`src/rtl/orb_pkg.sv`:
```
package orb_pkg;
  localparam int ST_W = 4;
  localparam logic [ST_W-1:0] ST_FREE = 4'd0;
  localparam logic [ST_W-1:0] ST_LAST = 4'd13;

  localparam logic [1:0] LK_CPU   = 2'd0;
  localparam logic [1:0] LK_FWD   = 2'd1;
  localparam logic [1:0] LK_RSP   = 2'd2;
  localparam logic [1:0] LK_FLUSH = 2'd3;

  localparam logic [1:0] KIND_RD     = 2'd0;
  localparam logic [1:0] KIND_RD_ATM = 2'd1;
  localparam logic [1:0] KIND_WR     = 2'd2;
  localparam logic [1:0] KIND_WR_ATM = 2'd3;

  localparam logic [1:0] SZ_BYTE = 2'd0;
  localparam logic [1:0] SZ_HALF = 2'd1;
  localparam logic [1:0] SZ_WORD = 2'd2;
endpackage

```
`src/rtl/orb_rst_sync.sv`:
```
module orb_rst_sync (
  input  logic clk,
  input  logic rst_n_in,
  output logic rst_n_out
);
  logic [1:0] sync_q;

  always_ff @(posedge clk or negedge rst_n_in) begin
    if (!rst_n_in) sync_q <= 2'b00;
    else           sync_q <= {sync_q[0], 1'b1};
  end

  assign rst_n_out = sync_q[1];
endmodule

```
`src/rtl/orb_entry.sv`:
```
module orb_entry
  import orb_pkg::*;
#(
  parameter int TAG_W  = 16,
  parameter int SET_W  = 8,
  parameter int WAY_W  = 3,
  parameter int WOFF_W = 2,
  parameter int BOFF_W = 2,
  parameter int WORD_W = 32,
  parameter int LINE_W = 128,
  parameter int CNT_W  = 4
) (
  input  logic              clk,
  input  logic              rst_n,
  input  logic              alloc_sel,
  input  logic              free_sel,
  input  logic              st_sel,
  input  logic              word_sel,
  input  logic              line_sel,
  input  logic              ld_sel,
  input  logic              dec_sel,
  input  logic [1:0]        in_kind,
  input  logic [TAG_W-1:0]  in_tag,
  input  logic [SET_W-1:0]  in_set,
  input  logic [WAY_W-1:0]  in_way,
  input  logic [1:0]        in_size,
  input  logic [WOFF_W-1:0] in_woff,
  input  logic [BOFF_W-1:0] in_boff,
  input  logic [ST_W-1:0]   in_state,
  input  logic [WORD_W-1:0] in_word,
  input  logic [LINE_W-1:0] in_line,
  input  logic [ST_W-1:0]   st_val,
  input  logic [WORD_W-1:0] word_val,
  input  logic [LINE_W-1:0] line_val,
  input  logic [CNT_W-1:0]  cnt_val,
  output logic [1:0]        q_kind,
  output logic [TAG_W-1:0]  q_tag,
  output logic [SET_W-1:0]  q_set,
  output logic [WAY_W-1:0]  q_way,
  output logic [1:0]        q_size,
  output logic [WOFF_W-1:0] q_woff,
  output logic [BOFF_W-1:0] q_boff,
  output logic [ST_W-1:0]   q_state,
  output logic [CNT_W-1:0]  q_cnt,
  output logic [WORD_W-1:0] q_word,
  output logic [LINE_W-1:0] q_line,
  output logic              live,
  output logic              cnt_zero
);
  logic [ST_W-1:0]   state_d;
  logic [CNT_W-1:0]  cnt_d;
  logic [WORD_W-1:0] word_d;
  logic [LINE_W-1:0] line_d;
  logic              meta_en;

  assign live     = (q_state != ST_FREE);
  assign cnt_zero = (q_cnt == '0);
  assign meta_en  = alloc_sel && !free_sel;

  always_comb begin
    state_d = q_state;
    cnt_d   = q_cnt;
    word_d  = q_word;
    line_d  = q_line;
    if (free_sel) begin
      state_d = ST_FREE;
    end else if (alloc_sel) begin
      state_d = in_state;
      cnt_d   = '0;
      word_d  = in_word;
      line_d  = in_line;
    end else begin
      if (st_sel && live) state_d = st_val;
      if (word_sel)       word_d  = word_val;
      if (line_sel)       line_d  = line_val;
      if (ld_sel)                     cnt_d = cnt_val;
      else if (dec_sel && !cnt_zero)  cnt_d = q_cnt - 1'b1;
    end
  end

  always_ff @(posedge clk or negedge rst_n) begin
    if (!rst_n) begin
      q_state <= ST_FREE;
      q_cnt   <= '0;
      q_word  <= '0;
      q_line  <= '0;
    end else begin
      q_state <= state_d;
      q_cnt   <= cnt_d;
      q_word  <= word_d;
      q_line  <= line_d;
    end
  end

  always_ff @(posedge clk or negedge rst_n) begin
    if (!rst_n) begin
      q_kind <= '0;
      q_tag  <= '0;
      q_set  <= '0;
      q_way  <= '0;
      q_size <= '0;
      q_woff <= '0;
      q_boff <= '0;
    end else if (meta_en) begin
      q_kind <= in_kind;
      q_tag  <= in_tag;
      q_set  <= in_set;
      q_way  <= in_way;
      q_size <= in_size;
      q_woff <= in_woff;
      q_boff <= in_boff;
    end
  end
endmodule

```
`src/rtl/orb_pick.sv`:
```
module orb_pick #(
  parameter int N     = 4,
  parameter int IDX_W = 2
) (
  input  logic [N-1:0]     live_vec,
  output logic [IDX_W-1:0] pick_idx,
  output logic             none_free
);
  logic found;

  always_comb begin
    pick_idx = '0;
    found    = 1'b0;
    for (int i = 0; i < N; i++) begin
      if (!live_vec[i] && !found) begin
        pick_idx = IDX_W'(i);
        found    = 1'b1;
      end
    end
    none_free = !found;
  end
endmodule

```
`src/rtl/orb_match.sv`:
```
module orb_match
  import orb_pkg::*;
#(
  parameter int N     = 4,
  parameter int IDX_W = 2,
  parameter int TAG_W = 16,
  parameter int SET_W = 8
) (
  input  logic [1:0]                mode,
  input  logic [TAG_W-1:0]          key_tag,
  input  logic [SET_W-1:0]          key_set,
  input  logic [N-1:0]              live_vec,
  input  logic [N-1:0][TAG_W-1:0]   tag_all,
  input  logic [N-1:0][SET_W-1:0]   set_all,
  output logic                      hit,
  output logic [IDX_W-1:0]          hit_idx
);
  logic [N-1:0] cand;
  logic         need_tag;
  logic         enabled;

  assign need_tag = (mode == LK_FWD) || (mode == LK_RSP);
  assign enabled  = (mode != LK_FLUSH);

  generate
    for (genvar g = 0; g < N; g++) begin : g_cmp
      assign cand[g] = enabled && live_vec[g] && (set_all[g] == key_set) &&
                       (!need_tag || (tag_all[g] == key_tag));
    end
  endgenerate

  always_comb begin
    hit     = 1'b0;
    hit_idx = '0;
    for (int i = 0; i < N; i++) begin
      if (cand[i] && !hit) begin
        hit     = 1'b1;
        hit_idx = IDX_W'(i);
      end
    end
  end
endmodule

```
`src/rtl/orb_table.sv`:
```
module orb_table
  import orb_pkg::*;
#(
  parameter int N      = 4,
  parameter int TAG_W  = 16,
  parameter int SET_W  = 8,
  parameter int WAY_W  = 3,
  parameter int WORD_W = 32,
  parameter int LINE_W = 128,
  parameter int CNT_W  = 4,
  localparam int IDX_W  = (N > 1) ? $clog2(N) : 1,
  localparam int WOFF_W = (LINE_W / WORD_W > 1) ? $clog2(LINE_W / WORD_W) : 1,
  localparam int BOFF_W = (WORD_W / 8 > 1) ? $clog2(WORD_W / 8) : 1
) (
  input  logic              clk,
  input  logic              rst_n,
  input  logic              alloc_en,
  input  logic [1:0]        alloc_kind,
  input  logic [TAG_W-1:0]  alloc_tag,
  input  logic [SET_W-1:0]  alloc_set,
  input  logic [WAY_W-1:0]  alloc_way,
  input  logic [1:0]        alloc_size,
  input  logic [WOFF_W-1:0] alloc_woff,
  input  logic [BOFF_W-1:0] alloc_boff,
  input  logic [3:0]        alloc_state,
  input  logic [WORD_W-1:0] alloc_word,
  input  logic [LINE_W-1:0] alloc_line,
  output logic [IDX_W-1:0]  alloc_idx,
  output logic              full,
  input  logic              free_en,
  input  logic [IDX_W-1:0]  free_idx,
  input  logic              st_we,
  input  logic [IDX_W-1:0]  st_idx,
  input  logic [3:0]        st_val,
  input  logic              word_we,
  input  logic              line_we,
  input  logic [IDX_W-1:0]  dat_idx,
  input  logic [WORD_W-1:0] word_val,
  input  logic [LINE_W-1:0] line_val,
  input  logic              ack_load,
  input  logic              ack_dec,
  input  logic [IDX_W-1:0]  ack_idx,
  input  logic [CNT_W-1:0]  ack_val,
  input  logic [1:0]        lk_mode,
  input  logic [TAG_W-1:0]  lk_tag,
  input  logic [SET_W-1:0]  lk_set,
  output logic              lk_hit,
  output logic [IDX_W-1:0]  lk_idx,
  input  logic [IDX_W-1:0]  rd_idx,
  output logic [1:0]        rd_kind,
  output logic [TAG_W-1:0]  rd_tag,
  output logic [SET_W-1:0]  rd_set,
  output logic [WAY_W-1:0]  rd_way,
  output logic [1:0]        rd_size,
  output logic [WOFF_W-1:0] rd_woff,
  output logic [BOFF_W-1:0] rd_boff,
  output logic [3:0]        rd_state,
  output logic [CNT_W-1:0]  rd_invack,
  output logic              rd_ack_zero,
  output logic [WORD_W-1:0] rd_word,
  output logic [LINE_W-1:0] rd_line
);
  logic                       rst_n_s;
  logic                       alloc_fire;
  logic [N-1:0]               live_vec;
  logic [N-1:0]               zero_vec;
  logic [N-1:0][1:0]          kind_all;
  logic [N-1:0][TAG_W-1:0]    tag_all;
  logic [N-1:0][SET_W-1:0]    set_all;
  logic [N-1:0][WAY_W-1:0]    way_all;
  logic [N-1:0][1:0]          size_all;
  logic [N-1:0][WOFF_W-1:0]   woff_all;
  logic [N-1:0][BOFF_W-1:0]   boff_all;
  logic [N-1:0][ST_W-1:0]     state_all;
  logic [N-1:0][CNT_W-1:0]    cnt_all;
  logic [N-1:0][WORD_W-1:0]   word_all;
  logic [N-1:0][LINE_W-1:0]   line_all;

  orb_rst_sync u_rst_sync (
    .clk       (clk),
    .rst_n_in  (rst_n),
    .rst_n_out (rst_n_s)
  );

  orb_pick #(.N(N), .IDX_W(IDX_W)) u_pick (
    .live_vec  (live_vec),
    .pick_idx  (alloc_idx),
    .none_free (full)
  );

  assign alloc_fire = alloc_en && !full;

  generate
    for (genvar g = 0; g < N; g++) begin : g_ent
      orb_entry #(
        .TAG_W(TAG_W), .SET_W(SET_W), .WAY_W(WAY_W), .WOFF_W(WOFF_W),
        .BOFF_W(BOFF_W), .WORD_W(WORD_W), .LINE_W(LINE_W), .CNT_W(CNT_W)
      ) u_entry (
        .clk       (clk),
        .rst_n     (rst_n_s),
        .alloc_sel (alloc_fire && (alloc_idx == IDX_W'(g))),
        .free_sel  (free_en && (free_idx == IDX_W'(g))),
        .st_sel    (st_we && (st_idx == IDX_W'(g))),
        .word_sel  (word_we && (dat_idx == IDX_W'(g))),
        .line_sel  (line_we && (dat_idx == IDX_W'(g))),
        .ld_sel    (ack_load && (ack_idx == IDX_W'(g))),
        .dec_sel   (ack_dec && (ack_idx == IDX_W'(g))),
        .in_kind   (alloc_kind),
        .in_tag    (alloc_tag),
        .in_set    (alloc_set),
        .in_way    (alloc_way),
        .in_size   (alloc_size),
        .in_woff   (alloc_woff),
        .in_boff   (alloc_boff),
        .in_state  (alloc_state),
        .in_word   (alloc_word),
        .in_line   (alloc_line),
        .st_val    (st_val),
        .word_val  (word_val),
        .line_val  (line_val),
        .cnt_val   (ack_val),
        .q_kind    (kind_all[g]),
        .q_tag     (tag_all[g]),
        .q_set     (set_all[g]),
        .q_way     (way_all[g]),
        .q_size    (size_all[g]),
        .q_woff    (woff_all[g]),
        .q_boff    (boff_all[g]),
        .q_state   (state_all[g]),
        .q_cnt     (cnt_all[g]),
        .q_word    (word_all[g]),
        .q_line    (line_all[g]),
        .live      (live_vec[g]),
        .cnt_zero  (zero_vec[g])
      );
    end
  endgenerate

  orb_match #(.N(N), .IDX_W(IDX_W), .TAG_W(TAG_W), .SET_W(SET_W)) u_match (
    .mode     (lk_mode),
    .key_tag  (lk_tag),
    .key_set  (lk_set),
    .live_vec (live_vec),
    .tag_all  (tag_all),
    .set_all  (set_all),
    .hit      (lk_hit),
    .hit_idx  (lk_idx)
  );

  assign rd_kind     = kind_all[rd_idx];
  assign rd_tag      = tag_all[rd_idx];
  assign rd_set      = set_all[rd_idx];
  assign rd_way      = way_all[rd_idx];
  assign rd_size     = size_all[rd_idx];
  assign rd_woff     = woff_all[rd_idx];
  assign rd_boff     = boff_all[rd_idx];
  assign rd_state    = state_all[rd_idx];
  assign rd_invack   = cnt_all[rd_idx];
  assign rd_ack_zero = zero_vec[rd_idx];
  assign rd_word     = word_all[rd_idx];
  assign rd_line     = line_all[rd_idx];
endmodule

```
`config.mk`:
```
export PLATFORM = sky130hd
export DESIGN_NAME = orb_table
export DESIGN_NICKNAME = d
export VERILOG_FILES = /design/src/rtl/orb_pkg.sv /design/src/rtl/orb_rst_sync.sv /design/src/rtl/orb_entry.sv /design/src/rtl/orb_pick.sv /design/src/rtl/orb_match.sv /design/src/rtl/orb_table.sv
export SDC_FILE = /design/constraint.sdc
export NUM_CORES = 2
export LEC_CHECK = 0
export CAP_MARGIN = 30
export CORE_UTILIZATION = 60
export DETAILED_ROUTE_END_ITERATION = 10
export GPL_ROUTABILITY_DRIVEN = 0
export PLACE_DENSITY = 0.87
export SYNTH_ARGS = -nofsm -noshare
export SYNTH_HDL_FRONTEND = slang
export SYNTH_HIERARCHICAL = 1
export SYNTH_SLANG_ARGS = --single-unit
```
`constraint.sdc`:
```
create_clock -name clk -period 59.2 [get_ports clk]
set_clock_uncertainty 0.1 [all_clocks]
set_input_delay 8.88 -clock clk [delete_from_list [all_inputs] [get_ports clk]]
set_output_delay 8.88 -clock clk [all_outputs]
set_load 0.05 [all_outputs]
```
Word level (Yosys, flattened, before mapping)
Cells that the tools add are included.
Storage, ports and cells
  bits in registers: 814
  bits of input ports: 412
  output and inout port bits: 210
  word-level logic and storage cells: 281
Operators by class
  add/sub/neg operators: 4
  $lt $le $gt $ge: 1
  equal/unequal tests: 26
  mux-type cells: 78
  bitwise operators: 4
  reductions and logical operators: 123
Operators by type and width (number)
  two-way mux 128 bit: 9
  two-way mux 32 bit: 9
  binary-select mux 128 bit (select 2 bit): 1
  two-way mux 4 bit: 26
  binary-select mux 32 bit (select 2 bit): 1
  == test 16 bit: 4
  logical AND 1 bit: 59
  binary-select mux 16 bit (select 2 bit): 1
  == test 8 bit: 4
  AND reduction 2 bit: 12
  nonzero test 3 bit: 8
  == test 2 bit (second input constant): 11
  zero test 1 bit: 18
  binary-select mux 2 bit (select 2 bit): 4
  binary-select mux 4 bit (select 2 bit): 2
  binary-select mux 8 bit (select 2 bit): 1
  zero test 4 bit: 4
  two-way mux 16 bit: 1
  two-way mux 2 bit: 8
  nonzero test 2 bit: 8
  nonzero test 4 bit: 4
  subtractor 4 x 1 -> 4 bit (second input constant): 4
  == test 2 x 1 -> 1 bit (second input constant): 6
  two-way mux 1 bit: 11
  other kinds (9): 20

Logic depth before layout (Yosys ltp)
  depth in word-level cells: 15
  mapped depth: 12
  mapped depth without buffers: 7

Cells and area by module
Netlist, hierarchy kept.
By module, submodules not included
  orb_entry: instances 4, cells each 823, area each 9271.4 um2, sequential area each 5079.9 um2
  orb_table: instances 1, cells each 278, area each 5163.7 um2, sequential area each 0.0 um2
  orb_match: instances 1, cells each 142, area each 1142.3 um2, sequential area each 0.0 um2
  orb_rst_sync: instances 1, cells each 3, area each 53.8 um2, sequential area each 50.0 um2
  orb_pick: instances 1, cells each 6, area each 30.0 um2, sequential area each 0.0 um2

Least setup slack after synthesis
OpenSTA, ideal clock, no wires.
  path type: input to output
  start: input lk_tag[9]
  end: output lk_idx[0]
  arrival: 10421 ps
  data required time: 50220 ps
  path slack: 39799 ps
  stages on the path: 5
  buffers on the path: 0
  cells stage by stage: xnor2_1 -> nand4_1 -> o41ai_2 -> o211ai_1 -> a21oi_1
On the way
  cells in the longest elaborated chain, start to end: 13
  elaborated cells on any way between the ends: 24
  classes of those cells: eq/ne (4); mux (6); reduce/logical (14)
RTL lines
  start: declaration: RTL line orb_table.sv:45  | input logic [TAG_W-1:0] lk_tag,
  == test 16 bit: RTL line orb_match.sv:28  | (!need_tag || (tag_all[g] == key_tag));
  logical OR 1 bit: RTL line orb_match.sv:28
  logical AND 1 bit: RTL line orb_match.sv:27  | assign cand[g] = enabled && live_vec[g] && (set_all[g] == key_set) &&
  two-way mux 1 bit: RTL line orb_match.sv:36  | if (cand[i] && !hit) begin
  zero test 1 bit: RTL line orb_match.sv:36
  logical AND 1 bit: RTL line orb_match.sv:36
  two-way mux 1 bit: RTL line orb_match.sv:36
  zero test 1 bit: RTL line orb_match.sv:36
  logical AND 1 bit: RTL line orb_match.sv:36
  two-way mux 1 bit: RTL line orb_match.sv:36
  zero test 1 bit: RTL line orb_match.sv:36
  logical AND 1 bit: RTL line orb_match.sv:36
  two-way mux 2 bit (*): RTL line orb_match.sv:36
  end: declaration: RTL line orb_table.sv:48  | output logic [IDX_W-1:0] lk_idx,
Every way passes the cells marked *; elsewhere a longest branch is shown, timed or not.

Worst setup path in the final report
  start: input rd_idx[1]
  end: output rd_line[126]
On the way
  cells in the longest elaborated chain, start to end: 2
RTL lines
  start: declaration: RTL line orb_table.sv:49  | input logic [IDX_W-1:0] rd_idx,
  binary-select mux 128 bit (select 2 bit): RTL line orb_table.sv:161  | assign rd_line = line_all[rd_idx];
  two-way mux 128 bit (not written as such): RTL line orb_table.sv:161
  end: declaration: RTL line orb_table.sv:61  | output logic [LINE_W-1:0] rd_line
Every way passes these cells. The select of a mux whose other input is x is not followed.

==> results.yml <==
run_status:
  outcome: "finished clean"
power_and_ir_drop:
  ir_drop_uv: 50.0
  power.density_nw_per_um2: 55.6
  total_leakage_power_nw: 21.2
yosys:
  synth_cell_type_count: 53
  synth_nets: 4142
  synthDominantCellAreaShare_pct: 46.9
  async_reset_ff_share_pct: 100
  synth-seq-cells: 814
  synth_edf_count: 0
  ys_seq_area_share_pct: 46.9
  synth_warnings: 6
  syn_avg_cell_area_um2: 11.7
  synth_area_um2: 43500
  yosys-top-cells-area: "dfrtp_1 47%, mux2i_1 15%, mux4_2 11%"
  syn-instance-count: 3721
  ys.flop_type: "dfrtp_1"
  synth.largest_area_cell: "dfrtp_1"
timing:
  finalSetupViolCount: 0
  finalCriticalPeriod_ps: 20910
  fin_tns_setup_ps: 0
  worst_pin_slew_ps: 1430
  slew-limit-headroom_pct: 4.58
  drv_slew: 0
  fmax_ghz: 0.0478
  rsz0062_at_grt: "no"
  final_hold_viol_count: 0
  fin_crit_sh_pct: 35.3
route:
  wirelength_um: 131000
  detail-route-antenna-nets: 0
  vias: 33311
  drc: 0
  avgViaCountPerCell: 6.31
  post_drt_wl_per_cell_um: 24.8
  drt_pass1_iterations: 7
  initialDrtViolationCount: 3223
global_route:
  overflow: 0
  grt_antenna_before_repair: 58
  grt_pass1_vias: 34335
  grt_max_degree: 219
  grt.total_usage_pct: 35.1
  grt_first_pass_wirelength_um: 201000
clocking:
  clk_latency_ps: 630
  postCtsSetupRepairBufs: 0
  cts_sinks: 814
  cts_buffers: 87
  hold_buffers: 0
  cts_buffer_depth: 3
  cts.clk_slew.worst_paths_ps: 60
  cts_resized: 0
  htreeDepth: 3
  clockRootBuffer: "clkbuf_16"
  cts_tree: "done"
cells_and_area:
  fillers: 4574
  nNetsFinal: 4626
  syn_to_final_growth_pct: 21.8
  drive_gt1_share_pct: 14.7
  final_cells: 5279
setup_path:
  worstPathRequired_ps: 50220
  crit_path_end: "rd_line[126]"
  startpoint_type: "input port"
  critPathCaptureType: "output pin"
  timing.rr.start: "g_ent[3].u_entry/q_state[1]"
  reg2reg_slack_ps: 54330
  crit_fanout: 102
  worstSetupPathType: "in2out"
  crit_start: "rd_idx[1]"
  r2r_cells: 8
  cp.arrival_ps: 11930
  r2r_end: "g_ent[1].u_entry/q_line[48]"
place:
  port_buffers: 621
  hpwl_um: 83000
  dp.cells: 5062
die:
  start_util_pct: 60.7
  die_w_um: 271
  core_um2: 71600
  num_rows: 98
  ioPinCount: 622
  die_h_um: 271
  dieArea_um2: 73500
run:
  cap_violations: 0
worst_hold_path:
  holdCritPathClass: "reg2async"
critical path, stage by stage:
cell and delay [ps]:
buf_8 650, buf_4 880, mux4_2 470, clkdlybuf4s50_1 830
flip-flops by register name (all words and copies together), names as in the netlist:
register and cells:
g_ent.u_entry/q_line 512, g_ent.u_entry/q_way 12, g_ent.u_entry/q_tag 64, g_ent.u_entry/q_word 128
g_ent.u_entry/q_state 16, g_ent.u_entry/q_cnt 16, g_ent.u_entry/q_set 32, g_ent.u_entry/q_boff 8
g_ent.u_entry/q_woff 8, g_ent.u_entry/q_kind 8, g_ent.u_entry/q_size 8, u_rst_sync/sync_q 2
Yosys cell counts (5+ instances only):
master,count
dfrtp_1,814
mux2i_1,656
nand2_1,604
o21ai_0,480
mux4_2,204
mux2_2,120
o21ai_1,120
buf_2,82
clkbuf_1,73
buf_4,68
xnor2_1,53
buf_6,51
xor2_1,47
nand2_2,40
o21ai_2,40
nor3_1,36
mux2_1,32
nor2b_1,18
inv_1,17
o21a_1,16
and3b_1,12
nand4_1,11
nor4_1,10
ha_1,9
a211oi_1,8
or4_1,8
nor3b_1,7
and3_1,6
nand3b_1,6
nor2_1,6
nand2b_1,5
o41ai_1,5
power breakdown:
part / internal, W / switching, W / leakage, nW
combinational: 0.000555 / 0.000802 / 9.58
clock: 0.000337 / 0.000237 / 1.50
sequential: 0.000826 / 0.000184 / 10.1
total: 0.00172 / 0.00122 / 21.2
per-stage QoR:
step	hold slack (ps)	utilization [%]	setup WS [ps]	total power, W	instance area [um2]
4_1_cts	253	73.6	38390	0.00293	52700
3_5_place_dp	243	69.4	38370	0.00234	49700
3_3_place_gp	238	69.2	38370	0.00228	49600
2_1_floorplan	231	-	34730	0.00194	43500
6_report	250	73.9	38290	0.00294	52900
5_1_grt	268	73.9	38200	0.00307	52900
per-layer routing:
metal  global-route usage, %  routed length [um]  vias to the layer above
met3                    9.65               11100                      464
met1                    43.5               49200                    16735
li1                        -                   -                    14480
met4                    20.5                7990                       22
met2                    55.6               62400                     1610
met5                       0                 143                        -
cell families (layout without fill, tap and decap cells):
group / Yosys count / after routing / synth area share (%)
muxes: 1012 / 1012 / 29.6
DFF: 814 / 814 / 46.9
and+or+nand+nor: 784 / 784 / 7.92
AOI/OAI and AO/OA: 706 / 706 / 9.07
buffers and inverters: 295 / 852 / 4.26
xor gates and xnor gates: 100 / 100 / 2.01
adders and majority gates: 9 / 9 / 0.259
other: 1 / 52 / 0.00863
worst min path at each step:
stage,startpoint,end,slack (ps),cells after the start
2_1_floorplan,u_rst_sync/sync_q[0],u_rst_sync/sync_q[1],230,0
3_3_place_gp,u_rst_sync/sync_q[0],u_rst_sync/sync_q[1],240,0
5_1_grt,u_rst_sync/sync_q[0],u_rst_sync/sync_q[1],270,0
4_1_cts,u_rst_sync/sync_q[0],u_rst_sync/sync_q[1],250,0
6_report,u_rst_sync/sync_q[1],g_ent[3].u_entry/q_line[21],250,0
3_5_place_dp,u_rst_sync/sync_q[0],u_rst_sync/sync_q[1],240,0
cell type report:
type	count	area (um2)	share of cell area (%)
inverters	17	63.8	0.121
clock inverters	43	498	0.941
well taps	950	1190	2.25
repair buffers	673	6830	12.9
flip-flops and latches	814	20400	38.5
diodes	51	128	0.241
multi-input cells	2612	21300	40.3
clock buffers	119	2530	4.78
cell usage in the layout (no fill, tap or decap), types with 9 or more instances in the layout:
master	n
nor2b_1	18
diode_2	51
nor3_1	36
mux2_1	32
clkinv_2	23
clkdlybuf4s50_1	619
clkbuf_16	89
xnor2_1	53
xor2_1	47
buf_4	39
ha_1	9
and3b_1	12
o21a_1	16
clkbuf_8	19
o21ai_2	40
mux2i_1	656
nand4_1	11
inv_1	17
clkbuf_1	11
mux4_2	204
mux2_2	120
o21ai_0	480
nor4_1	10
dfrtp_1	813
o21ai_1	120
nand2_2	40
nand2_1	604
No activity file was read; power rests on OpenSTA's default activity.
